**src/rtl/ocw_pkg.sv**
```systemverilog
package ocw_pkg;
  // Window timer phases
  typedef enum logic [1:0] {
    WIN_IDLE = 2'd0,  // nothing armed
    WIN_HOLD = 2'd1,  // armed, window not yet open
    WIN_LIVE = 2'd2   // confirmation window open
  } win_state_t;
endpackage

```
**src/rtl/ocw_tick.sv**
```systemverilog
// Switching-cycle time base: one-clock tick every DIV clocks, restartable.
module ocw_tick #(
  parameter int DIV = 167
) (
  input  logic clk,
  input  logic rst,
  input  logic clr,
  output logic tick
);
  localparam int CW = (DIV > 2) ? $clog2(DIV) : 1;
  localparam logic [CW-1:0] LAST = CW'(DIV - 1);

  logic [CW-1:0] cnt_q;

  assign tick = (cnt_q == LAST);

  always_ff @(posedge clk) begin
    if (rst || clr) cnt_q <= '0;
    else if (tick)  cnt_q <= '0;
    else            cnt_q <= cnt_q + 1'b1;
  end

  AST_CNT_IN_RANGE: assert property (@(posedge clk) disable iff (rst)
    cnt_q <= LAST);
endmodule

```
**src/rtl/ocw_window.sv**
```systemverilog
// Arm / hold / live window sequencer counting switching-cycle ticks.
module ocw_window
  import ocw_pkg::*;
#(
  parameter int OPEN_CYC  = 8,
  parameter int CLOSE_CYC = 16
) (
  input  logic clk,
  input  logic rst,
  input  logic en,
  input  logic tripped,
  input  logic tick,
  input  logic oc_evt,   // enabled overcurrent sample, not yet tripped
  output logic arm,      // this edge starts a new window
  output logic hit,      // this edge confirms the overcurrent
  output logic live
);
  localparam int TW = $clog2(CLOSE_CYC + 1);
  localparam logic [TW-1:0] OPEN_LAST  = TW'(OPEN_CYC - 1);
  localparam logic [TW-1:0] CLOSE_LAST = TW'(CLOSE_CYC - 1);
  localparam logic [TW-1:0] OPEN_AT    = TW'(OPEN_CYC);
  localparam logic [TW-1:0] CLOSE_AT   = TW'(CLOSE_CYC);

  win_state_t    st_q, st_d;
  logic [TW-1:0] cyc_q, cyc_d;

  assign live = (st_q == WIN_LIVE);
  assign arm  = (st_q == WIN_IDLE) && oc_evt;
  assign hit  = live && oc_evt;

  always_comb begin
    st_d  = st_q;
    cyc_d = cyc_q;
    if (!en || tripped) begin
      st_d  = WIN_IDLE;
      cyc_d = '0;
    end else begin
      unique case (st_q)
        WIN_IDLE: if (oc_evt) begin
          st_d  = WIN_HOLD;
          cyc_d = '0;
        end
        WIN_HOLD: if (tick) begin
          cyc_d = cyc_q + 1'b1;
          if (cyc_q == OPEN_LAST) st_d = WIN_LIVE;
        end
        WIN_LIVE: begin
          if (oc_evt) begin
            st_d  = WIN_IDLE;
            cyc_d = '0;
          end else if (tick) begin
            if (cyc_q == CLOSE_LAST) begin
              st_d  = WIN_IDLE;
              cyc_d = '0;
            end else begin
              cyc_d = cyc_q + 1'b1;
            end
          end
        end
        default: begin
          st_d  = WIN_IDLE;
          cyc_d = '0;
        end
      endcase
    end
  end

  always_ff @(posedge clk) begin
    if (rst) begin
      st_q  <= WIN_IDLE;
      cyc_q <= '0;
    end else begin
      st_q  <= st_d;
      cyc_q <= cyc_d;
    end
  end

  AST_NO_EARLY_OPEN: assert property (@(posedge clk) disable iff (rst)
    live |-> (cyc_q >= OPEN_AT));
  AST_CYC_BOUNDED: assert property (@(posedge clk) disable iff (rst)
    cyc_q < CLOSE_AT);
  AST_IDLE_WHEN_OFF: assert property (@(posedge clk) disable iff (rst)
    !en |=> (st_q == WIN_IDLE));
endmodule

```
**src/rtl/ocw_trip.sv**
```systemverilog
// Shutdown latch: set by a confirmed overcurrent, cleared only by disable.
module ocw_trip (
  input  logic clk,
  input  logic rst,
  input  logic en,
  input  logic hit,
  output logic trip_q
);
  always_ff @(posedge clk) begin
    if (rst || !en) trip_q <= 1'b0;
    else if (hit)   trip_q <= 1'b1;
  end

  AST_TRIP_STICKY: assert property (@(posedge clk) disable iff (rst)
    (trip_q && en) |=> trip_q);
  AST_TRIP_CLEARED: assert property (@(posedge clk) disable iff (rst)
    !en |=> !trip_q);
endmodule

```
**src/rtl/oc_window_guard.sv**
```systemverilog
// Cycle-by-cycle current limit with delayed-window overcurrent shutdown.
module oc_window_guard #(
  parameter int CLK_DIV   = 167,  // clocks per switching cycle
  parameter int OPEN_CYC  = 8,    // switching cycles before window opens
  parameter int CLOSE_CYC = 16    // switching cycles until window closes
) (
  input  logic clk,
  input  logic rst,
  input  logic en,
  input  logic oc_smp,
  output logic cut_o,
  output logic trip_o
);
  logic tick, arm, hit, live, oc_evt, cut_q;

  assign oc_evt = en && oc_smp && !trip_o;

  ocw_tick #(.DIV(CLK_DIV)) u_tick (
    .clk (clk),
    .rst (rst),
    .clr (arm || !en),
    .tick(tick)
  );

  ocw_window #(.OPEN_CYC(OPEN_CYC), .CLOSE_CYC(CLOSE_CYC)) u_win (
    .clk    (clk),
    .rst    (rst),
    .en     (en),
    .tripped(trip_o),
    .tick   (tick),
    .oc_evt (oc_evt),
    .arm    (arm),
    .hit    (hit),
    .live   (live)
  );

  ocw_trip u_trip (
    .clk   (clk),
    .rst   (rst),
    .en    (en),
    .hit   (hit),
    .trip_q(trip_o)
  );

  always_ff @(posedge clk) begin
    if (rst) cut_q <= 1'b0;
    else     cut_q <= en && oc_smp;
  end
  assign cut_o = cut_q;

  AST_CUT_FOLLOWS: assert property (@(posedge clk) disable iff (rst)
    (en && oc_smp) |=> cut_o);
  AST_CUT_QUIET_OFF: assert property (@(posedge clk) disable iff (rst)
    !en |=> !cut_o);
  AST_TRIP_FROM_LIVE: assert property (@(posedge clk) disable iff (rst)
    (!trip_o && !(live && en && oc_smp)) |=> !trip_o);
  AST_LIVE_OC_TRIPS: assert property (@(posedge clk) disable iff (rst)
    (live && en && oc_smp) |=> trip_o);
endmodule

```
**config.mk**
```make
export PLATFORM = sky130hd
export DESIGN_NAME = oc_window_guard
export DESIGN_NICKNAME = d
export VERILOG_FILES = /design/src/rtl/ocw_pkg.sv /design/src/rtl/ocw_tick.sv /design/src/rtl/ocw_window.sv /design/src/rtl/ocw_trip.sv /design/src/rtl/oc_window_guard.sv
export SDC_FILE = /design/constraint.sdc
export NUM_CORES = 1
export LEC_CHECK = 0
export ABC_CLOCK_PERIOD_IN_PS = 3000
export BUFFER_PORTS_ARGS = -buffer_cell sky130_fd_sc_hd__buf_4
export CORE_ASPECT_RATIO = 0.9
export CORE_UTILIZATION = 32
export DETAILED_ROUTE_END_ITERATION = 16
export GPL_ROUTABILITY_DRIVEN = 0
export PLACE_DENSITY_LB_ADDON = 0.12
export SKIP_CTS_REPAIR_TIMING = 1
export SYNTH_ARGS = -nofsm -noshare
export SYNTH_HDL_FRONTEND = slang
export SYNTH_HIERARCHICAL = 1
export SYNTH_SLANG_ARGS = --single-unit
```
**constraint.sdc**
```tcl
create_clock -name clk -period 3 [get_ports clk]
set_input_delay 0.45 -clock clk [delete_from_list [all_inputs] [get_ports clk]]
set_output_delay 0.45 -clock clk [all_outputs]
set_load 0.01 [all_outputs]
```
==> metrics.cfg <==
[sta]
rsz0062_at_grt = no
hold_viol = 0
maxSlewViolCount = 0
setup_tns_ps = 0
relSlewSlack_pct = 62.4
fin_hold_ws_ps = 349
setup_violations = 0
worst_pin_slew_ps = 561
fin_crit_sh_pct = 76.0
setup_slack_ps = 721
finalCriticalPeriod_ps = 2280
fin_skew_ps = 7.59
clock.fmax_mhz = 439

[detailed_routing]
drt-initial-drc-count = 28
drtPass1Iterations = 4
wl_per_cell_microns = 12.0
vias = 757
postRouteAntennaNets = 0
routed_via_density = 4.82
remaining_drc_errors = 0
finalWirelength_microns = 1880

[power]
power_density_nw_per_um2 = 351
p_total_w = 0.000384
leakagePower_nw = 0.371
ir_worst_vdd_mv = 0.198

[critical_path]
end_kind = flip-flop
cp.required_ps = 3220
reg2reg_slack_ps = 720
arrival_ps = 2490
crit_type = reg2reg
cp-start-kind = flip-flop
worstPathMaxFanout = 10

[cts]
path_clk_slew_ps = 100
cts_made_buffers = 3
root_buffer = clkbuf_4
clk-insertion-delay-late_ps = 290
cts.sink_count = 17
clockBufferDepth = 2
h-tree-depth = 1
cts_tree = done

[global_routing]
grt_max_degree = 11
grt_first_pass_wirelength_microns = 3080
globalRouteTotalUtil_pct = 13.2
antenna_found_initial = 0
grt.overflow.total = 0
grt_pass1_vias = 694

[logic_synthesis]
synth-xor-area-share_pct = 2.65
synth.area.mux_share_pct = 0
syn_nets = 122
synth_top_flop_cell = dfxtp_1
async_flop_share_pct = 0
syn_inst = 109
synth-compound-area-share_pct = 16.2
yosysSeqAreaShare_pct = 34.4
ys_seq_elements = 17
synth_top_family_by_area = simple AND/OR/NAND/NOR gates
yosys.area_share.adder_pct = 11.4
synthSimpleGateAreaFrac_pct = 30.8
synth_area_sq_um = 990
synth_edf_count = 0
synth.avg_cell_area_sq_um = 9.08
synth_top_area_share_pct = 34.4
ys_warn_count = 6
synth.area.top_cells = dfxtp_1, ha_1, nand3_1, inv_1, a21oi_1
synth.most_common_cell = dfxtp_1
synthTopCellsByCount = dfxtp_1, ha_1, inv_1
yosysTopAreaCell = dfxtp_1
synthDistinctLibCells = 36

[placement]
place_ws_ps = 724
dp_hpwl_microns = 1440
numPortBuffers = 5

[die]
rows = 18
initial_core_util_pct = 34.9
core_sq_um = 2840
ios = 6
dieArea_sq_um = 3320
fp.dieH_microns = 54.8
die_w_microns = 60.6

[flow_run]
maxCapViolCount = 0

[final_layout]
area_delta_synth_final_pct = 10.4
multi_input_area_sq_um = 604
antenna_cells = 0
finalNetCount = 131
seq_area_sq_um = 340
n_fill_cell = 316
final_core_util_pct = 38.5
drive_gt1_share_pct = 17.1

[run_status]
outcome = completed

[worst_hold_path]
min_path_type = in2reg

power by group:
part	switching, W	total, W	internal (W)
Clock	0.0000697	0.000121	0.0000516
Combinational	0.0000188	0.0000320	0.0000133
Sequential	0.00000234	0.000230	0.000228
Total	0.0000908	0.000384	0.000293
metrics by stage:
| stage | area (sq um) | cells |
|---|---|---|
| finish | 1090 | 157 |
| global placement | 1070 | 153 |
| detailed placement | 1070 | 153 |
| floorplan | 990 | 109 |
| global route | 1090 | 157 |
| CTS | 1090 | 157 |
per-layer routing:
metal  routed length (microns)  up-vias  GRT usage, %
met5                         0        -             0
met4                        20        0          4.55
met3                        63        2          4.96
met2                       777        8          19.6
met1                      1020      347          17.5
li1                          -      400             -
logic make-up after synthesis:
group,Yosys count
AOI/OAI and AO/OA,22
xor gates and xnor gates,3
adders and majority gates,9
buffers and inverters,10
DFF,17
and+or+nand+nor,48
cell usage in the layout, fill, tap and decap left out, types with 2 or more instances in the layout:
master | netlist | layout
dfxtp_1 | 17 | 17
inv_1 | 9 | 9
ha_1 | 9 | 9
nand2_1 | 8 | 8
nor2_1 | 7 | 7
nand3_1 | 7 | 7
a21oi_1 | 6 | 6
buf_4 | 0 | 5
o21ai_0 | 4 | 4
or3_1 | 4 | 4
clkbuf_4 | 0 | 3
nor3_1 | 3 | 3
and2_2 | 3 | 3
nor3b_1 | 3 | 3
and3b_1 | 2 | 2
xor2_1 | 2 | 2
nor2b_1 | 2 | 2
or3b_2 | 2 | 2
a211oi_1 | 2 | 2
sequential cells by signal, indices dropped and copies added, names as in the netlist:
| signal | cells |
|---|---|
| u_trip/trip_q | 1 |
| u_win/cyc_q | 5 |
| u_win/st_q | 2 |
| u_tick/cnt_q | 8 |
| cut_o | 1 |
worst max-delay path, stage by stage, from the launching register on:
cell and delay [ps]:
dfxtp_1 410, ha_1 220, nand4bb_4 130, nor3_1 300, nor2b_1 110, a211o_1 390
or4_1 490, a31oi_1 160
final timing paths:
| path | from | endpoint | depth (start not counted) |
|---|---|---|---|
| setup / recovery | u_tick/cnt_q[1] | u_win/cyc_q[3] | 7 |
| hold / removal | rst | u_trip/trip_q | 2 |
| setup reg to reg | u_tick/cnt_q[1] | u_win/cyc_q[3] | 7 |
| hold reg to reg | u_tick/cnt_q[0] | u_tick/cnt_q[0] | 1 |
final cells by class:
cell class,instances,share of cell area [%]
repair buffers,5,3.44
clock buffers,4,2.41
flip-flops and latches,17,31.2
multi-input cells,82,55.3
well taps,40,4.58
inverters,9,3.09
Power figures use the tool's default switching activity.
